<file path="config.mk">
export PLATFORM = sky130hd
export DESIGN_NAME = dct_bfly_scaler
export DESIGN_NICKNAME = d
export VERILOG_FILES = /design/src/rtl/dctb_pkg.sv /design/src/rtl/bfly_core.sv /design/src/rtl/operand_scaler.sv /design/src/rtl/peak_track.sv /design/src/rtl/dct_bfly_scaler.sv
export SDC_FILE = /design/constraint.sdc
export NUM_CORES = 1
export LEC_CHECK = 0
export CAP_MARGIN = 10
export CORE_ASPECT_RATIO = 0.6
export CORE_MARGIN = 1.5
export CORE_UTILIZATION = 51
export CTS_BUF_LIST = sky130_fd_sc_hd__clkbuf_8
export DETAILED_ROUTE_END_ITERATION = 8
export HOLD_SLACK_MARGIN = 0.1
export PLACE_DENSITY = 0.79
export REMOVE_ABC_BUFFERS = 1
export SLEW_MARGIN = 10
export SYNTH_ARGS = -nofsm -noshare
export SYNTH_HDL_FRONTEND = slang
export SYNTH_SLANG_ARGS = --single-unit
</file>
<file path="constraint.sdc">
create_clock -name clk -period 7.9 [get_ports clk]
set_clock_uncertainty 0.15 [all_clocks]
set_input_delay 0.79 -clock clk [delete_from_list [all_inputs] [get_ports clk]]
set_output_delay 0.79 -clock clk [all_outputs]
set_load 0.05 [all_outputs]
</file>
<file path="src/rtl/dctb_pkg.sv">
package dctb_pkg;
    typedef enum logic [1:0] {
        S_IDLE  = 2'd0,
        S_RUN   = 2'd1,
        S_DRAIN = 2'd2
    } bfly_state_e;
endpackage

</file>
<file path="src/rtl/bfly_core.sv">
// Combinational butterfly: sum and coefficient-weighted difference,
// both aligned to one (DATA_W+1)-bit integer format.
module bfly_core #(
    parameter int DATA_W    = 12,
    parameter int COEF_W    = 8,
    parameter int COEF_FRAC = 7,
    localparam int SUM_W    = DATA_W + 1,
    localparam int PROD_W   = SUM_W + COEF_W
) (
    input  logic signed [DATA_W-1:0] x1,
    input  logic signed [DATA_W-1:0] x2,
    input  logic signed [COEF_W-1:0] coef,
    output logic signed [SUM_W-1:0]  y1,
    output logic signed [SUM_W-1:0]  y2
);
    logic signed [SUM_W-1:0]  diff;
    logic signed [PROD_W-1:0] prod;
    logic                     prod_edge_unused;

    always_comb begin
        y1   = SUM_W'(x1) + SUM_W'(x2);
        diff = SUM_W'(x1) - SUM_W'(x2);
        prod = PROD_W'(diff) * PROD_W'(coef);
        // dropping the fraction bits is a floor division by 2**COEF_FRAC
        y2   = prod[COEF_FRAC +: SUM_W];
    end

    assign prod_edge_unused = ^{prod[COEF_FRAC-1:0], prod[PROD_W-1]};
endmodule

</file>
<file path="src/rtl/operand_scaler.sv">
// Read-side block scaling: arithmetic right shift, then clamp to DATA_W bits.
module operand_scaler #(
    parameter int DATA_W  = 12,
    parameter int SHIFT_W = 2,
    localparam int WORK_W = DATA_W + 1
) (
    input  logic signed [WORK_W-1:0] w_in,
    input  logic [SHIFT_W-1:0]       shift,
    output logic signed [DATA_W-1:0] x_out
);
    localparam int HI = (1 << (DATA_W - 1)) - 1;
    localparam int LO = -(1 << (DATA_W - 1));

    logic signed [WORK_W-1:0] shifted;

    always_comb begin
        shifted = w_in >>> shift;
        if (int'(shifted) > HI)
            x_out = DATA_W'(HI);
        else if (int'(shifted) < LO)
            x_out = DATA_W'(LO);
        else
            x_out = shifted[DATA_W-1:0];
    end
endmodule

</file>
<file path="src/rtl/peak_track.sv">
// Largest result magnitude seen since the last clear.
module peak_track #(
    parameter int W = 13
) (
    input  logic                clk,
    input  logic                rst_n,
    input  logic                clr,
    input  logic                upd,
    input  logic signed [W-1:0] v1,
    input  logic signed [W-1:0] v2,
    output logic [W-1:0]        peak
);
    logic [W-1:0] m1, m2, big;

    always_comb begin
        m1  = v1[W-1] ? (~v1 + 1'b1) : v1;
        m2  = v2[W-1] ? (~v2 + 1'b1) : v2;
        big = (m1 > m2) ? m1 : m2;
    end

    always_ff @(posedge clk or negedge rst_n) begin
        if (!rst_n)
            peak <= '0;
        else if (clr)
            peak <= '0;
        else if (upd && big > peak)
            peak <= big;
    end
endmodule

</file>
<file path="src/rtl/dct_bfly_scaler.sv">
module dct_bfly_scaler
    import dctb_pkg::*;
#(
    parameter int DATA_W    = 12,
    parameter int COEF_W    = 8,
    parameter int COEF_FRAC = 7,
    parameter int POINTS    = 512,
    parameter int MAX_SHIFT = 3,
    parameter int EXP_W     = 6,
    localparam int WORK_W   = DATA_W + 1,
    localparam int ADDR_W   = $clog2(POINTS),
    localparam int SHIFT_W  = $clog2(MAX_SHIFT + 1)
) (
    input  logic                     clk,
    input  logic                     rst_n,
    input  logic                     layer_start,
    input  logic                     first_layer,
    input  logic                     layer_end,
    input  logic                     pair_valid,
    input  logic [ADDR_W-1:0]        rd_addr_a,
    input  logic [ADDR_W-1:0]        rd_addr_b,
    input  logic signed [DATA_W-1:0] aud_a,
    input  logic signed [DATA_W-1:0] aud_b,
    input  logic signed [WORK_W-1:0] wrk_a,
    input  logic signed [WORK_W-1:0] wrk_b,
    input  logic signed [COEF_W-1:0] coef,
    output logic                     wr_en,
    output logic [ADDR_W-1:0]        wr_addr_a,
    output logic [ADDR_W-1:0]        wr_addr_b,
    output logic signed [WORK_W-1:0] wr_y1,
    output logic signed [WORK_W-1:0] wr_y2,
    output logic                     layer_busy,
    output logic [WORK_W-1:0]        layer_peak,
    output logic [SHIFT_W-1:0]       scale_shift,
    output logic [EXP_W-1:0]         exponent
);
    localparam int LIM = (1 << (DATA_W - 1)) - 1;

    bfly_state_e state_q, state_d;
    logic accept, open_lyr, close_lyr;
    logic src_audio_q;
    logic [SHIFT_W-1:0] shift_q, shift_sel;
    logic [EXP_W-1:0]   exp_q;

    // ---------------- state register ----------------
    always_ff @(posedge clk or negedge rst_n) begin
        if (!rst_n) state_q <= S_IDLE;
        else        state_q <= state_d;
    end

    always_comb begin
        state_d = state_q;
        unique case (state_q)
            S_IDLE:  if (layer_start) state_d = S_RUN;
            S_RUN:   if (layer_end)   state_d = S_DRAIN;
            S_DRAIN: state_d = S_IDLE;
            default: state_d = S_IDLE;
        endcase
    end

    // ---------------- state outputs ----------------
    always_comb begin
        accept     = 1'b0;
        open_lyr   = 1'b0;
        close_lyr  = 1'b0;
        layer_busy = 1'b0;
        unique case (state_q)
            S_IDLE:  open_lyr = layer_start;
            S_RUN: begin
                layer_busy = 1'b1;
                accept     = pair_valid && !layer_end;
            end
            S_DRAIN: begin
                layer_busy = 1'b1;
                close_lyr  = 1'b1;
            end
            default: ;
        endcase
    end

    // ---------------- operand fetch and scaling ----------------
    logic signed [WORK_W-1:0] wrk_in [2];
    logic signed [DATA_W-1:0] wrk_x  [2];
    logic signed [DATA_W-1:0] op1, op2;

    assign wrk_in[0] = wrk_a;
    assign wrk_in[1] = wrk_b;

    for (genvar i = 0; i < 2; i++) begin : g_scl
        operand_scaler #(
            .DATA_W (DATA_W),
            .SHIFT_W(SHIFT_W)
        ) u_scl (
            .w_in (wrk_in[i]),
            .shift(shift_q),
            .x_out(wrk_x[i])
        );
    end

    assign op1 = src_audio_q ? aud_a : wrk_x[0];
    assign op2 = src_audio_q ? aud_b : wrk_x[1];

    logic signed [WORK_W-1:0] y1_c, y2_c;

    bfly_core #(
        .DATA_W   (DATA_W),
        .COEF_W   (COEF_W),
        .COEF_FRAC(COEF_FRAC)
    ) u_core (
        .x1  (op1),
        .x2  (op2),
        .coef(coef),
        .y1  (y1_c),
        .y2  (y2_c)
    );

    // ---------------- result register ----------------
    always_ff @(posedge clk or negedge rst_n) begin
        if (!rst_n) begin
            wr_en     <= 1'b0;
            wr_addr_a <= '0;
            wr_addr_b <= '0;
            wr_y1     <= '0;
            wr_y2     <= '0;
        end else begin
            wr_en <= accept;
            if (accept) begin
                wr_addr_a <= rd_addr_a;
                wr_addr_b <= rd_addr_b;
                wr_y1     <= y1_c;
                wr_y2     <= y2_c;
            end
        end
    end

    peak_track #(.W(WORK_W)) u_peak (
        .clk  (clk),
        .rst_n(rst_n),
        .clr  (open_lyr),
        .upd  (wr_en),
        .v1   (wr_y1),
        .v2   (wr_y2),
        .peak (layer_peak)
    );

    // ---------------- scale choice and exponent ----------------
    always_comb begin
        shift_sel = SHIFT_W'(MAX_SHIFT);
        for (int s = MAX_SHIFT - 1; s >= 0; s--)
            if (int'(layer_peak >> s) <= LIM) shift_sel = SHIFT_W'(s);
    end

    always_ff @(posedge clk or negedge rst_n) begin
        if (!rst_n) begin
            src_audio_q <= 1'b0;
            shift_q     <= '0;
            exp_q       <= '0;
        end else if (open_lyr) begin
            src_audio_q <= first_layer;
            if (first_layer) begin
                shift_q <= '0;
                exp_q   <= '0;
            end
        end else if (close_lyr) begin
            shift_q <= shift_sel;
            exp_q   <= exp_q + EXP_W'(shift_sel);
        end
    end

    assign scale_shift = shift_q;
    assign exponent    = exp_q;

    // ---------------- assertions ----------------

    peak_covers_write_chk: assert property (@(posedge clk) disable iff (!rst_n)
        wr_en |=> (layer_peak >= $past($unsigned(wr_y1[WORK_W-1] ? -wr_y1 : wr_y1))));


    peak_monotonic_chk: assert property (@(posedge clk) disable iff (!rst_n)
        ($past(state_q) != S_IDLE) |-> (layer_peak >= $past(layer_peak)));


    shift_fits_chk: assert property (@(posedge clk) disable iff (!rst_n)
        ($past(state_q) == S_DRAIN) |->
            ((int'(layer_peak >> scale_shift) <= LIM) || (int'(scale_shift) == MAX_SHIFT)));


    exp_hold_chk: assert property (@(posedge clk) disable iff (!rst_n)
        (($past(state_q) != S_DRAIN) &&
         !$past(state_q == S_IDLE && layer_start && first_layer)) |-> $stable(exponent));


    no_write_idle_chk: assert property (@(posedge clk) disable iff (!rst_n)
        (state_q == S_IDLE) |-> !wr_en);


    start_ignored_chk: assert property (@(posedge clk) disable iff (!rst_n)
        (state_q == S_RUN && layer_start && !layer_end) |=> (state_q == S_RUN));
endmodule

</file>
==> key figures, run 1 <==
Place
  – Placed cell areas: about 11000 µm²
  – Number of cells after detailed placement: ~1500
  – HPWL after detailed placement: between 20000 and 25000 µm
  – # port buffers: about 150
  – Final GP Congestion: approximately 0.9

Layout
  – Nets: approximately 1500
  – Fin area: roughly 12000 µm²
  – Fin util: between 60% and 70%
  – ANT cells: 0
  – Fill count: 1493
  – Non-Filler Instances: 1510
  – Area grow syn2layout: 25.6%
  – Layout cell share with drive strength beyond 1: 11.1%

Min path
  – Hold crit path type: register to register

STA
  – Period utilization: 95.9%
  – Final Max Slew Viols: 0
  – Hold_ws: 0.330 ns
  – Max-slew headroom: a little under two fifths
  – Min Tclk post-route: between 7 and 8 ns
  – Final setup vio count: 0
  – Final Hold Viols: 0
  – Worst slew pin tran: roughly 0.94 ns
  – Achievable clock frequency: between 100 and 150 MHz

Floorplan
  – DIE AREA: approximately 19000 µm²
  – Initial cell density of the core: a little over half
  – Die height: between 100 and 150 µm
  – Num rows: 38
  – I/O Pins: around 150
  – Area of the core: approximately 18000 µm²
  – Die Width: 178 µm

Route
  – DRC viols: 0
  – Final WL: around 24000 µm
  – Wire per inst: ~16 µm
  – DR vias/cell: 5.37
  – Via count: roughly 8000
  – Final ANT Viol Nets: 0
  – Total iterations of the first detailed-routing run: 4
  – Iteration-0 DRC Markers: 562

Clock network
  – CTS Buf Count: 9
  – Worst-path clk slew: 0.07 ns
  – CTS Root Cell: clkbuf_8
  – Cts-stage hold buffer count: 0
  – Maximum buffer depth of the clock tree: 2
  – CTS tree: yes
  – Clock sinks: 69
  – Skew-Pair Late Insertion Delay: 0.37 ns
  – Htree depth: 3

Global routing
  – Largest net degree at the start of global routing: 70
  – Congestion Overflow GR: 0
  – Global-route wire length before repair: about 40000 µm
  – Vias in the first global route: 8016
  – GRT Util Overall: a little over a quarter
  – Initial antenna violation count: 0

Critical path
  – CP most frequent cell: inv_1
  – Worst setup EP type: register
  – Critical Path AT: 7.66 ns
  – CP delay by family, top: compound AO/OA/AOI/OAI gates
  – Crit-path max FO: 5
  – Crit Path Category: primary input to register
  – WP buf/inv: 8
  – Critical Path Source Type: primary input
  – WP data required: between 7 and 8 ns
  – Slowest CP cell: fa_1
  – CP max stage delay: between 0.5 and 0.6 ns

Synthesis
  – Area leader, netlist: dfrtp_1
  – Synth Area per Inst: 8.68 µm²
  – Area contributors post-synth: dfrtp_1 (18%), fa_1 (18%), ha_1 (12%)
  – Share of the synthesized area in the top cell type: roughly 18%
  – Distinct cells, synth: 57
  – Synth cell count leaders: inv_1 (162), nand2_1 (153), ha_1 (93), fa_1 (83), dfrtp_1 (69)
  – Most frequent cell after synthesis: inv_1
  – Seq cells post-synth: around 70
  – Main flop type after synthesis: dfrtp_1
  – Warnings from Yosys: 0
  – Mapped Area: about 9400 µm²
  – Synth Instances: between 1000 and 1500
  – Post-synthesis sequential area ratio: 18.4%
  – Post-synth EDFFs: 0
  – Ys async rst share: 100%

Status
  – Outcome: complete, no violations

Job
  – Max_cap viols: 0
worst min-delay path: stages (launching register included):
cell     delay, ns
dfrtp_1       0.34
nand2_1       0.05
nand2_1       0.06
per-layer routing:
metal  vias up  share of wire (%)  track usage (%)
li1       3914                  -                -
met3        26                7.5             5.63
met2       277                 42             40.0
met4         0                1.3             5.36
met1      3889                 49             39.3
met5         -                  0                0
cell type report:
| type | count | area, µm² | area share, % |
|---|---|---|---|
| Clock inverter | 5 | 56.3 | 0.477 |
| Inverter | 162 | 608 | 5.15 |
| Tap cell | 240 | 300 | 2.54 |
| Timing Repair Buffer | 213 | 1980 | 16.8 |
| Sequential cell | 69 | 1730 | 14.6 |
| Clock buffer | 11 | 151 | 1.28 |
| Multi-Input combinational cell | 810 | 6980 | 59.1 |
cell families (layout without fill, tap and decap cells):
logic type,Yosys count,in the layout,synth area share [%]
AND/OR/NAND/NOR,342,342,17.9
AO/OA/AOI/OAI,210,210,15.0
buffers and inverters,205,391,8.26
adder cells (fa/ha/maj),176,176,30.0
flip-flops,69,69,18.4
XOR/XNOR,61,61,5.76
multiplexers,21,21,4.63
per-stage QoR:
stage | TNS (ns) | setup slack (ns)
floorplan | -1.16 | -0.450
global placement | 0 | 0.0427
detailed placement | -0.120 | -0.0816
CTS | 0 | 0.308
global route | -0.0683 | -0.0402
finish | 0 | 0.320
flip-flops by register name, indices dropped and copies added (netlist names):
register / cells
scale_shift: 2
wr_y2: 13
src_audio_q: 1
wr_addr_b: 9
exponent: 6
wr_addr_a: 9
wr_y1: 13
wr_en: 1
u_peak.peak: 13
state_q: 2
final timing paths:
| path | from | endpoint | slack [ns] | depth (start not counted) |
|---|---|---|---|---|
| worst max-delay path | wrk_b[3] | wr_y2[12] | 0.32 | 35 |
| max in group asynchronous | rst_n | scale_shift[0] | 6.52 | 2 |
| worst min register to register | wr_addr_a[5] | wr_addr_a[5] | 0.33 | 2 |
| worst min-delay path | wr_addr_a[5] | wr_addr_a[5] | 0.33 | 2 |
| worst max register to register | scale_shift[0] | wr_y2[12] | 0.49 | 32 |
| min in group asynchronous | rst_n | u_peak.peak[4] | 0.47 | 2 |
cell usage in the layout, fill, tap and decap left out, types with 11 or more instances in the layout:
cell type	n
inv_1	161
a21oi_1	32
buf_4	64
xor2_1	20
clkbuf_8	11
nand2_1	152
nand3_1	14
o21ai_0	56
nor2b_1	55
nand2b_1	20
a21o_1	12
and2_1	30
mux4_2	18
dfrtp_1	68
xnor2_1	38
nor3_1	14
ha_1	92
nor2_1	24
fa_1	83
clkdlybuf4s50_1	142
o21a_1	29
repair_timing:
item                                    in CTS  in global routing
endpoints found under the setup margin       0                  5
buffers inserted                             0                  5
resized for setup                            0                 25
Power of run 1 is left out: the tool's default activity adds up to more than one toggle a clock period on the data nets, which glitch-free logic cannot reach.
==> run 2, diff against run 1 <==
Settings changed: CORE_UTILIZATION 51 to 57, PLACE_DENSITY 0.79 to 0.84.
Clock period 7.9 ns to 7.6 ns, I/O delays scaled along.
==> key figures, run 2 (synthesized netlist as in run 1, its figures left out) <==
Status
  – Outcome: complete, no violations

Critical path
  – Crit-path max FO: 3 (-2)
  – WP data required: 7.69 ns (-0.29 ns)
  – Worst R2R End: wr_y2[12]
  – Worst Setup SP: wrk_a[0]
  – CP delay by family, top: adder cells
  – CP Depth: 32 (-8.6%)
  – CP most frequent cell: fa_1
  – Reg2Reg Launch Point: scale_shift[1]
  – Slowest CP cell: fa_1
  – R2R cell count: 31 (-3.1%)
  – WP buf/inv: 7 (-1)
  – Worst R2R Setup Slack: 0.17 ns (-0.32 ns)
  – Crit Path Category: primary input to register
  – Setup crit end: wr_y2[12]
  – Worst setup EP type: register
  – CP max stage delay: 0.61 ns (+0.07 ns)
  – Critical Path Source Type: primary input
  – Critical Path AT: 7.62 ns (-0.04 ns)

Floorplan
  – Area of the core: 16200 µm² (-10%)
  – Initial cell density of the core: 58.2% (+6.1 points)
  – Num rows: 36 (-5.3%)
  – Die Width: 169 µm (-5.3%)
  – I/O Pins: 149 (unchanged)
  – Die height: 102 µm (-5.3%)
  – DIE AREA: 17300 µm² (-10%)

Global routing
  – Initial antenna violation count: 0 (unchanged)
  – Largest net degree at the start of global routing: 70 (unchanged)
  – GRT Util Overall: 31.8% (+5.3 points)
  – Vias in the first global route: 8697 (+8.5%)
  – Congestion Overflow GR: 0 (unchanged)
  – Global-route wire length before repair: 43200 µm (+7.5%)

Layout
  – Nets: 1571 (+3.2%)
  – Commonest non-fill, non-tap cell in the layout: inv_1
  – ANT cells: 0 (unchanged)
  – Area grow syn2layout: 31.1%
  – Multi-input gate area: 7140 µm² (+2.3%)
  – Fill count: 1080 (-28%)
  – Register Area: 1730 µm² (unchanged)
  – Largest registers: u_peak.peak (13), wr_y1 (13), wr_y2 (13)
  – Non-Filler Instances: 1527 (+1.1%)
  – Layout cell share with drive strength beyond 1: 16.2% (+5.1 points)
  – Commonest cells after routing, fill and taps aside: inv_1 (160), nand2_1 (152), clkdlybuf4s50_1 (135)

STA
  – Max-slew headroom: 38.8% (+1.5 points)
  – Period utilization: around 100%
  – Final Max Slew Viols: 0 (unchanged)
  – Achievable clock frequency: between 100 and 150 MHz
  – Final setup vio count: 0 (unchanged)
  – Final Hold Viols: 0 (unchanged)
  – Min Tclk post-route: about 7.5 ns
  – Worst slew pin tran: 0.917 ns (-0.0241 ns)

Route
  – Final ANT Viol Nets: 0 (unchanged)
  – Total iterations of the first detailed-routing run: 5 (+1)
  – DR vias/cell: 5.62 (+4.6%)
  – Wire per inst: 17.9 µm (+11%)
  – Final WL: 27300 µm (+12%)
  – DRC viols: 0 (unchanged)
  – Iteration-0 DRC Markers: 778 (+38%)
  – Via count: 8577 (+5.8%)

Place
  – # port buffers: 148 (unchanged)
  – Final GP Congestion: 0.946 (+3.3%)
  – Number of cells after detailed placement: 1494 (+0.34%)
  – HPWL after detailed placement: 21000 µm (+3.8%)

Job
  – Max_cap viols: 0 (unchanged)

Clock network
  – Skew-Pair Late Insertion Delay: 0.37 ns (about the same)
  – CTS Root Cell: clkbuf_8
  – Maximum buffer depth of the clock tree: 2 (unchanged)
  – Worst-path clk slew: 0.09 ns (+0.02 ns)
  – CTS tree: yes
  – Clock sinks: 69 (unchanged)
  – Htree depth: 3 (unchanged)
  – CTS Buf Count: 9 (unchanged)
  – Cts-stage hold buffer count: 0 (unchanged)

Min path
  – Hold crit path type: register to register
-- run 2: worst min path at each step --
stage,start,end,slack [ns],depth (start not counted)
after floorplan,rst_n,exponent[0],0.31,0
after global placement,wr_addr_b[5],wr_addr_b[5],0.31,2
after detailed placement,wr_addr_b[8],wr_addr_b[8],0.31,2
after CTS,wr_addr_b[8],wr_addr_b[8],0.33,2
after global routing,wr_addr_b[3],wr_addr_b[3],0.35,2
final,wr_addr_a[7],wr_addr_a[7],0.33,2
-- run 2: through the flow --
stage	worst slack (ns)	area, µm²	utilization (%)	setup TNS (ns)	hold slack [ns]
final	0.0632	12300	76.2	0	0.329
after global routing	-0.0910	12300	76.2	-0.281	0.353
after CTS	0.00553	12100	74.6	0	0.332
after detailed placement	-0.431	11700	72.3	-2.03	0.312
after global placement	-0.242	11700	72.3	-0.863	0.306
after floorplan	-0.750	9240	-	-3.17	0.314
-- run 2: worst register-to-register path: cells and delay by family, from the launching register on --
family / cells / cell delay [ns]
AO/OA/AOI/OAI: 12 / 1.98
XOR/XNOR: 3 / 0.48
adder cells (fa/ha/maj): 6 / 2.73
buffers and inverters: 5 / 0.70
flip-flops: 1 / 0.44
multiplexers: 1 / 0.38
AND/OR/NAND/NOR: 4 / 0.43
-- run 2: metal layers --
| layer | track usage [%] | part of all wire (%) | up-vias |
|---|---|---|---|
| li1 | - | - | 4024 |
| met5 | 0 | 0 | - |
| met2 | 51.5 | 44 | 388 |
| met1 | 43.1 | 44 | 4101 |
| met4 | 7.21 | 2.1 | 0 |
| met3 | 8.71 | 9.5 | 64 |
-- run 2: timing repair --
| action | in CTS | in global routing |
|---|---|---|
| endpoints found under the setup margin | 2 | 9 |
| pin swaps | 17 | 35 |
| hold endpoints to repair | 0 | 0 |
| buffers inserted | 10 | 7 |
| resized for setup | 14 | 50 |
-- run 2: final cells by class --
class                      instances  share of cell area [%]
tap                              209                    2.12
clock buffer                       9                    1.00
timing repair buffer             261                    19.1
sequential                        69                    14.0
inverter                         162                    4.93
multi-input combinational        810                    58.0
clock inverter                     7                   0.863
Power of run 2 is left out for the same reason.
